File: config.mk
export PLATFORM = sky130hd
export DESIGN_NAME = tsync_node
export DESIGN_NICKNAME = d
export VERILOG_FILES = /design/src/rtl/tsync_pkg.sv /design/src/rtl/tsync_peer_store.sv /design/src/rtl/tsync_vote.sv /design/src/rtl/tsync_core.sv /design/src/rtl/tsync_node.sv
export SDC_FILE = /design/constraint.sdc
export NUM_CORES = 1
export LEC_CHECK = 0
export BUFFER_PORTS_ARGS = -buffer_cell sky130_fd_sc_hd__buf_2
export CAP_MARGIN = 10
export CORE_MARGIN = 2
export CORE_UTILIZATION = 30
export CTS_CLUSTER_SIZE = 10
export DETAILED_ROUTE_END_ITERATION = 8
export PLACE_DENSITY = 0.44
export SETUP_SLACK_MARGIN = 0.4
export SYNTH_ARGS = -nofsm -noshare
export SYNTH_HDL_FRONTEND = slang
export SYNTH_SLANG_ARGS = --single-unit
File: constraint.sdc
create_clock -name clk -period 11.2 [get_ports clk]
set_input_delay 2.24 -clock clk [delete_from_list [all_inputs] [get_ports clk]]
set_output_delay 2.24 -clock clk [all_outputs]
set_load 0.02 [all_outputs]
File: src/rtl/tsync_pkg.sv
package tsync_pkg;
  typedef enum logic [1:0] {
    SRC_IDLE  = 2'd0,
    SRC_BOOT  = 2'd1,
    SRC_ADOPT = 2'd2,
    SRC_ADV   = 2'd3
  } tsync_src_e;
endpackage

File: src/rtl/tsync_peer_store.sv
module tsync_peer_store #(
  parameter int N = 4,
  parameter int W = 8
) (
  input  logic                  clk,
  input  logic                  rst_n,
  input  logic [N-1:0]          rx_valid,
  input  logic [N*W-1:0]        rx_tick,
  output logic [N-1:0]          heard,
  output logic [N-1:0][W-1:0]   vals
);
  for (genvar i = 0; i < N; i++) begin : g_peer
    always_ff @(posedge clk) begin
      if (!rst_n) begin
        heard[i] <= 1'b0;
        vals[i]  <= '0;
      end else if (rx_valid[i]) begin
        heard[i] <= 1'b1;
        vals[i]  <= rx_tick[i*W +: W];
      end
    end
  end
endmodule

File: src/rtl/tsync_vote.sv
module tsync_vote #(
  parameter int N = 4,
  parameter int W = 8,
  parameter int K = 2
) (
  input  logic [N-1:0]        heard,
  input  logic [N-1:0][W-1:0] vals,
  output logic                reach_ok,
  output logic [W-1:0]        reach_val
);
  // Number of heard remotes whose value is at or above v.
  function automatic int reach_count(input logic [N-1:0] h,
                                     input logic [N-1:0][W-1:0] v_all,
                                     input logic [W-1:0] v);
    int c;
    c = 0;
    for (int j = 0; j < N; j++) begin
      if (h[j] && (v_all[j] >= v)) c = c + 1;
    end
    return c;
  endfunction

  always_comb begin
    reach_ok  = 1'b0;
    reach_val = '0;
    for (int i = 0; i < N; i++) begin
      if (heard[i] && (reach_count(heard, vals, vals[i]) >= K)) begin
        if (!reach_ok || (vals[i] > reach_val)) begin
          reach_val = vals[i];
          reach_ok  = 1'b1;
        end
      end
    end
  end
endmodule

File: src/rtl/tsync_core.sv
module tsync_core
  import tsync_pkg::*;
#(
  parameter int W = 8
) (
  input  logic         clk,
  input  logic         rst_n,
  input  logic         adopt_ok,
  input  logic [W-1:0] m_adopt,
  input  logic         adv_ok,
  input  logic [W-1:0] m_adv,
  output logic         fire_adopt,
  output logic         fire_adv,
  output logic         boot_pend,
  output tsync_src_e   src,
  output logic         tx_valid,
  output logic [W-1:0] tx_tick,
  output logic [W-1:0] tick_count
);
  localparam logic [W-1:0] TOP = {W{1'b1}};

  logic [W-1:0] adv_next;
  logic [W-1:0] next_count;
  logic         take_adv;

  assign adv_next   = m_adv + 1'b1;
  assign fire_adopt = !boot_pend && adopt_ok && (m_adopt > tick_count);
  assign fire_adv   = !boot_pend && adv_ok && (m_adv >= tick_count) && (m_adv != TOP);
  assign take_adv   = fire_adv && (!fire_adopt || (adv_next > m_adopt));
  assign next_count = take_adv ? adv_next : m_adopt;

  always_comb begin
    if (boot_pend)       src = SRC_BOOT;
    else if (take_adv)   src = SRC_ADV;
    else if (fire_adopt) src = SRC_ADOPT;
    else                 src = SRC_IDLE;
  end

  always_ff @(posedge clk) begin
    if (!rst_n) begin
      boot_pend  <= 1'b1;
      tick_count <= '0;
      tx_valid   <= 1'b0;
      tx_tick    <= '0;
    end else begin
      case (src)
        SRC_BOOT: begin
          boot_pend <= 1'b0;
          tx_valid  <= 1'b1;
          tx_tick   <= '0;
        end
        SRC_ADOPT, SRC_ADV: begin
          tick_count <= next_count;
          tx_valid   <= 1'b1;
          tx_tick    <= next_count;
        end
        default: tx_valid <= 1'b0;
      endcase
    end
  end
endmodule

File: src/rtl/tsync_node.sv
module tsync_node
  import tsync_pkg::*;
#(
  parameter int F = 1,
  parameter int W = 8,
  localparam int N = 3*F + 1
) (
  input  logic           clk,
  input  logic           rst_n,
  input  logic [N-1:0]   rx_valid,
  input  logic [N*W-1:0] rx_tick,
  output logic           tx_valid,
  output logic [W-1:0]   tx_tick,
  output logic [W-1:0]   tick_count
);
  localparam int K_ADOPT = F + 1;
  localparam int K_ADV   = 2*F + 1;

  logic [N-1:0]        heard;
  logic [N-1:0][W-1:0] vals;
  logic                adopt_ok, adv_ok;
  logic [W-1:0]        m_adopt, m_adv;
  logic                fire_adopt, fire_adv, boot_pend;
  tsync_src_e          src;

  tsync_peer_store #(.N(N), .W(W)) u_store (
    .clk(clk), .rst_n(rst_n), .rx_valid(rx_valid), .rx_tick(rx_tick),
    .heard(heard), .vals(vals)
  );

  tsync_vote #(.N(N), .W(W), .K(K_ADOPT)) u_vote_adopt (
    .heard(heard), .vals(vals), .reach_ok(adopt_ok), .reach_val(m_adopt)
  );

  tsync_vote #(.N(N), .W(W), .K(K_ADV)) u_vote_adv (
    .heard(heard), .vals(vals), .reach_ok(adv_ok), .reach_val(m_adv)
  );

  tsync_core #(.W(W)) u_core (
    .clk(clk), .rst_n(rst_n),
    .adopt_ok(adopt_ok), .m_adopt(m_adopt), .adv_ok(adv_ok), .m_adv(m_adv),
    .fire_adopt(fire_adopt), .fire_adv(fire_adv), .boot_pend(boot_pend), .src(src),
    .tx_valid(tx_valid), .tx_tick(tx_tick), .tick_count(tick_count)
  );
endmodule

# Word level (Yosys, flattened, before mapping)
# Index checks and enable logic that the tools add are counted.
word_totals:
  wordCells: 160
  latch_bits: 0
  rom_bits: 0
  out_inout_bits: 17
  mem_bits_rw: 0
  n_memories: 0
  ff_bits: 54
op_classes:
  multipliers: 0
  shift: 0
  order_cmp: 33
  reduce_logical: 48
  div_mod_pow: 0
  addsub: 13
  muxes: 50
  bitwise_logic: 0
  n_eq_ne: 4
op_table:
  columns: ["op", "count"]
  rows:
  - ["2-to-1 mux 32 bit", 12]
  - ["adder 32 x 2 -> 32 bit (second input constant)", 9]
  - ["greater-or-equal comparator 32 x 3 -> 1 bit (second input constant)", 8]
  - ["greater-or-equal comparator 8 bit", 17]
  - ["2-to-1 mux 8 bit", 15]
  - ["greater-than comparator 8 bit", 8]
  - ["logical AND 1 bit", 30]
  - ["2-to-1 mux 1 bit", 19]
  - ["one-hot mux 8 bit (2 select lines)", 1]
  - ["adder 8 x 1 -> 8 bit (second input constant)", 1]
  - ["zero test 1 bit", 8]
  - ["!= test 8 bit (second input constant)", 1]
  - ["logical OR 1 bit", 7]
  - ["adder 1 x 1 -> 2 bit (second input constant)", 3]
  - ["2-to-1 mux 2 bit", 3]
  - ["equality test 2 bit (second input constant)", 2]
  - ["OR reduction 3 bit", 1]
  - ["equality test 2 x 1 -> 1 bit (second input constant)", 1]
  - ["nonzero test 2 bit", 1]
  - ["OR reduction 2 bit", 1]

# Longest topological paths before layout
logic_depth:
  depth_word: 34
  mapped_depth: 68
  ltp_nobuf: 64

# Modules after synthesis
# A second synthesis with hierarchy kept.
unflattened:
  hier_cells: 988
  hier_area_um2: 8423.1
modules_own_cells:
  columns: ["mod", "area_per_inst_um2", "cells_each", "instances"]
  rows:
  - ["tsync_vote at u_vote_adv", 2813.9, 356, 1]
  - ["tsync_vote at u_vote_adopt", 2772.7, 355, 1]
  - ["tsync_core", 1517.7, 166, 1]
  - ["tsync_peer_store", 1318.8, 111, 1]

# Worst setup path after synthesis
# Ideal clock, no wire load.
synth_timing:
  path_kind: "register to register"
  startpoint: "reg u_store.vals[5] (netlist name)"
  endpoint: "reg u_core.tx_tick[3]"
  required_time_ps: 11083
  path_buffers: 4
  setup_time_ps: 117
  path_slack_ps: 328
  path_stages_with_launch: 64
  arrival_time_ps: 10754
  path_cell_list: "dfxtp_1 inv_1 ha_1 a21o_1 a21o_1 a21oi_1 o21ai_0 o21ai_0 ha_1 nand2b_1 o32ai_1 nor2_1 and2_4 inv_1 ha_1 nand4_1 o311a_1 buf_4 [... 28 more ...] o21ai_0 o31a_1 o21bai_2 buf_4 mux2_2 ha_1 and3_1 buf_4 a21o_1 and2_1 ha_1 nand3_1 o21ai_0 a21oi_1 or2_2 a21oi_4 mux2_4 a32o_1"
synth_between:
  elab_chain_len: 34
  word_cells_on_any_way: 127
  classes_between: "add/sub: 13; order compare: 24; eq/ne: 4; mux: 49; reduce/logical: 37"
synth_rtl:
  columns: ["item", "line_no", "source"]
  rows:
  - ["start, declared", "tsync_peer_store.sv:10", "output logic [N-1:0][W-1:0] vals"]
  - ["start signal, assigned by index", "tsync_peer_store.sv:19", "vals[i] <= rx_tick[i*W +: W];"]
  - ["branches (longest 34 deep; another with adder 32 x 2 -> 32 bit)", null, null]
  - ["end signal, assigned", "tsync_core.sv:55", "tx_tick <= next_count;"]
  - ["end, declared", "tsync_core.sv:17", "output logic [W-1:0] tx_tick,"]
# Several ways; the timed one is not identified.
# A chain may end at the register's enable or synchronous reset.

# Worst setup path after layout
layout_timing:
  startpoint: "reg u_store.vals[4] (netlist name)"
  endpoint: "reg u_core.tx_tick[3]"
# Same word-level chain as after synthesis.

==> impl_metrics.ini <==
[timing]
finalSetupViolCount = 0
hold_ws_ns = 0.453
setup_slack_ns = 0.584
fin_crit_sh = 0.948
finalHoldViolations = 0
max_freq_mhz = 94.2
clock-skew-final_ns = 0.00794
finalSetupTns_ns = 0
min_period_ns = 10.62
slew_headroom = 0.235
slew_violations = 0
rsz0062_at_grt = yes
worst_slew_pin_slew_ns = 1.14

[layout]
antenna_cells = 0
utilization = 0.403
syn_to_final_growth_pct = 32.4
seqCellArea_um2 = 1090
nets = 1131
layout-drive-gt1-share = 0.325
fillCellCount = 2210
multi_input_area_um2 = 5670

[route]
wl_per_cell_um = 19.2
vias = 6632
vias_per_cell = 5.34
ant_nets = 0
first_pass_iters = 5
drt_iter0_drc = 372
drc = 0
drt-total-wl_mm = 23.8

[logic_synthesis]
netlist_area_um2 = 6650
synth.distinct_cells = 83
syn-num-nets = 970
netlist_top_cells_count = ha_1 (133), inv_1 (86), nor2_1 (69)
synth_flop_cell = dfxtp_1
ys_seq_area_frac = 0.163
async_flop_share = 0
synth_top_cell_by_area = ha_1
yosysMostFrequentCell = ha_1
synth_area_leaders = ha_1 (25%), dfxtp_1 (16%), mux2i_1 (6.9%)
synth_edf_count = 0
yosysTopAreaCellShare = 0.250
syn_avg_cell_area_um2 = 8.32
synthCells = 799
yosys_warnings = 0
ys_seq_elements = 54

[placed_design]
hpwl_mm = 18.9
pre_cts_slack_ns = -0.0983
gp_congestion = 0.869
port_buffers = 54

[global_route]
overflow = 0
grt_pass1_wl_mm = 36.1
grt_antenna_before_repair = 0
grt_pass1_vias = 6245
grt_max_degree = 42
grt_usage = 0.197

[setup_path]
worst_ep_arrival_time_ns = 10.83
crit_slowest_cell = dfxtp_2
cp_data_required_time_ns = 11.41
r2r_slack_ns = 0.58
crit_path_end_kind = flop
critPathKind = flop to flop
cp_max_fo = 6
cp-start-kind = flop
max_stage_delay_ns = 0.38
crit_top_cell = buf_4

[worst_hold_path]
hold_path_class = flop to flop

[floorplanning]
ios = 55
chipWidth_um = 153
rows = 54
dieArea_um2 = 23400
die_h_um = 153
core_area_um2 = 21800
start_util = 0.305

[clock_tree]
root_buffer = clkbuf_16
cts_tree = built
clockBufferDepth = 2
clk_latency_ns = 0.31
h-tree-depth = 2
clkSlewWorstSetupHoldPaths_ns = 0.08
cts_made_buffers = 5
postCtsHoldBufs = 0
cts.sinks = 54

[pwr]
irDropWorstVdd_v = 0.0000627
power.density_nw_per_um2 = 114
p_leak_nw = 3.96

[flow_run]
maxCapViolCount = 0

[outcome]
status = finished, final reports clean
==> worst max-delay path, delay by kind of cell, from the launching register on <==
kind	cells	cell delay, ns
AOI/OAI and AO/OA	27	4.14
xor gates and xnor gates	1	0.06
adders and majority gates	7	1.70
buffers and inverters	12	1.40
DFF	1	0.38
muxes	2	0.51
and+or+nand+nor	16	2.30
==> stage by stage <==
stage / total power (W) / instances / cell area (µm²)
3_3_place_gp: 0.000724 / 1199 / 7830
2_1_floorplan: 0.000555 / 799 / 6650
6_report: 0.00101 / 1241 / 8800
3_5_place_dp: 0.000719 / 1199 / 7830
5_1_grt: 0.00108 / 1241 / 8800
4_1_cts: 0.000928 / 1228 / 8210
==> power breakdown <==
| group | internal [W] | switching, W | leakage, nW |
|---|---|---|---|
| Combinational | 0.000286 | 0.000331 | 3.44 |
| Sequential | 0.000204 | 0.0000115 | 0.446 |
| Clock | 0.0000894 | 0.0000835 | 0.0739 |
| Total | 0.000579 | 0.000426 | 3.96 |
==> timing repair <==
item,4_1_cts,5_1_grt
buffers inserted,21,13
setup endpoints to repair,17,17
resized for setup,24,109
pin swaps,16,69
==> path summary, 6_finish.rpt <==
kind | start | to | cells past startpoint
worst max-delay path | u_store.vals[4] | u_core.tx_tick[3] | 65
worst min-delay path | u_core.tx_tick[1] | u_core.tx_tick[1] | 2
worst max register to register | u_store.vals[4] | u_core.tx_tick[3] | 65
worst min register to register | u_core.tx_tick[1] | u_core.tx_tick[1] | 2
==> sequential cells by signal, indices dropped and copies added, names as in the netlist <==
register and cells:
u_store.vals 32, u_core.boot_pend 1, u_core.tx_valid 1, u_core.tx_tick 8, u_core.tick_count 8, u_store.heard 4
==> final cells by class <==
class	count	area share
Clock buffer	7	0.0162
Clock inverter	1	0.000569
Inverter	88	0.0378
Multi-Input combinational cell	637	0.645
Sequential cell	54	0.124
Tap cell	280	0.0398
Timing Repair Buffer	174	0.137
==> kinds of logic after synthesis <==
group,count (synthesis),share of synthesized area
AOI/OAI and AO/OA,209,0.231
xor gates and xnor gates,12,0.0169
adders and majority gates,133,0.250
buffers and inverters,108,0.0632
DFF,54,0.163
muxes,64,0.103
and+or+nand+nor,219,0.173
==> cell usage in the layout (no fill, tap or decap), drive strengths merged, types with 15 or more instances in the layout <==
| cell type | n |
|---|---|
| a21o | 23 |
| a21oi | 42 |
| a31oi | 15 |
| and2 | 17 |
| buf | 174 |
| dfxtp | 54 |
| ha | 133 |
| inv | 88 |
| mux2i | 50 |
| nand2 | 34 |
| nand4 | 30 |
| nor2 | 69 |
| o211ai | 19 |
| o21ai | 39 |
==> routing by layer <==
layer / track usage / up-vias / routed length, µm
li1: - / 3285 / -
met1: 0.309 / 3160 / 12600
met2: 0.294 / 162 / 10100
met3: 0.0170 / 25 / 891
met4: 0.0344 / 0 / 242
met5: 0 / - / 0
No activity file was read; power rests on OpenSTA's default activity.
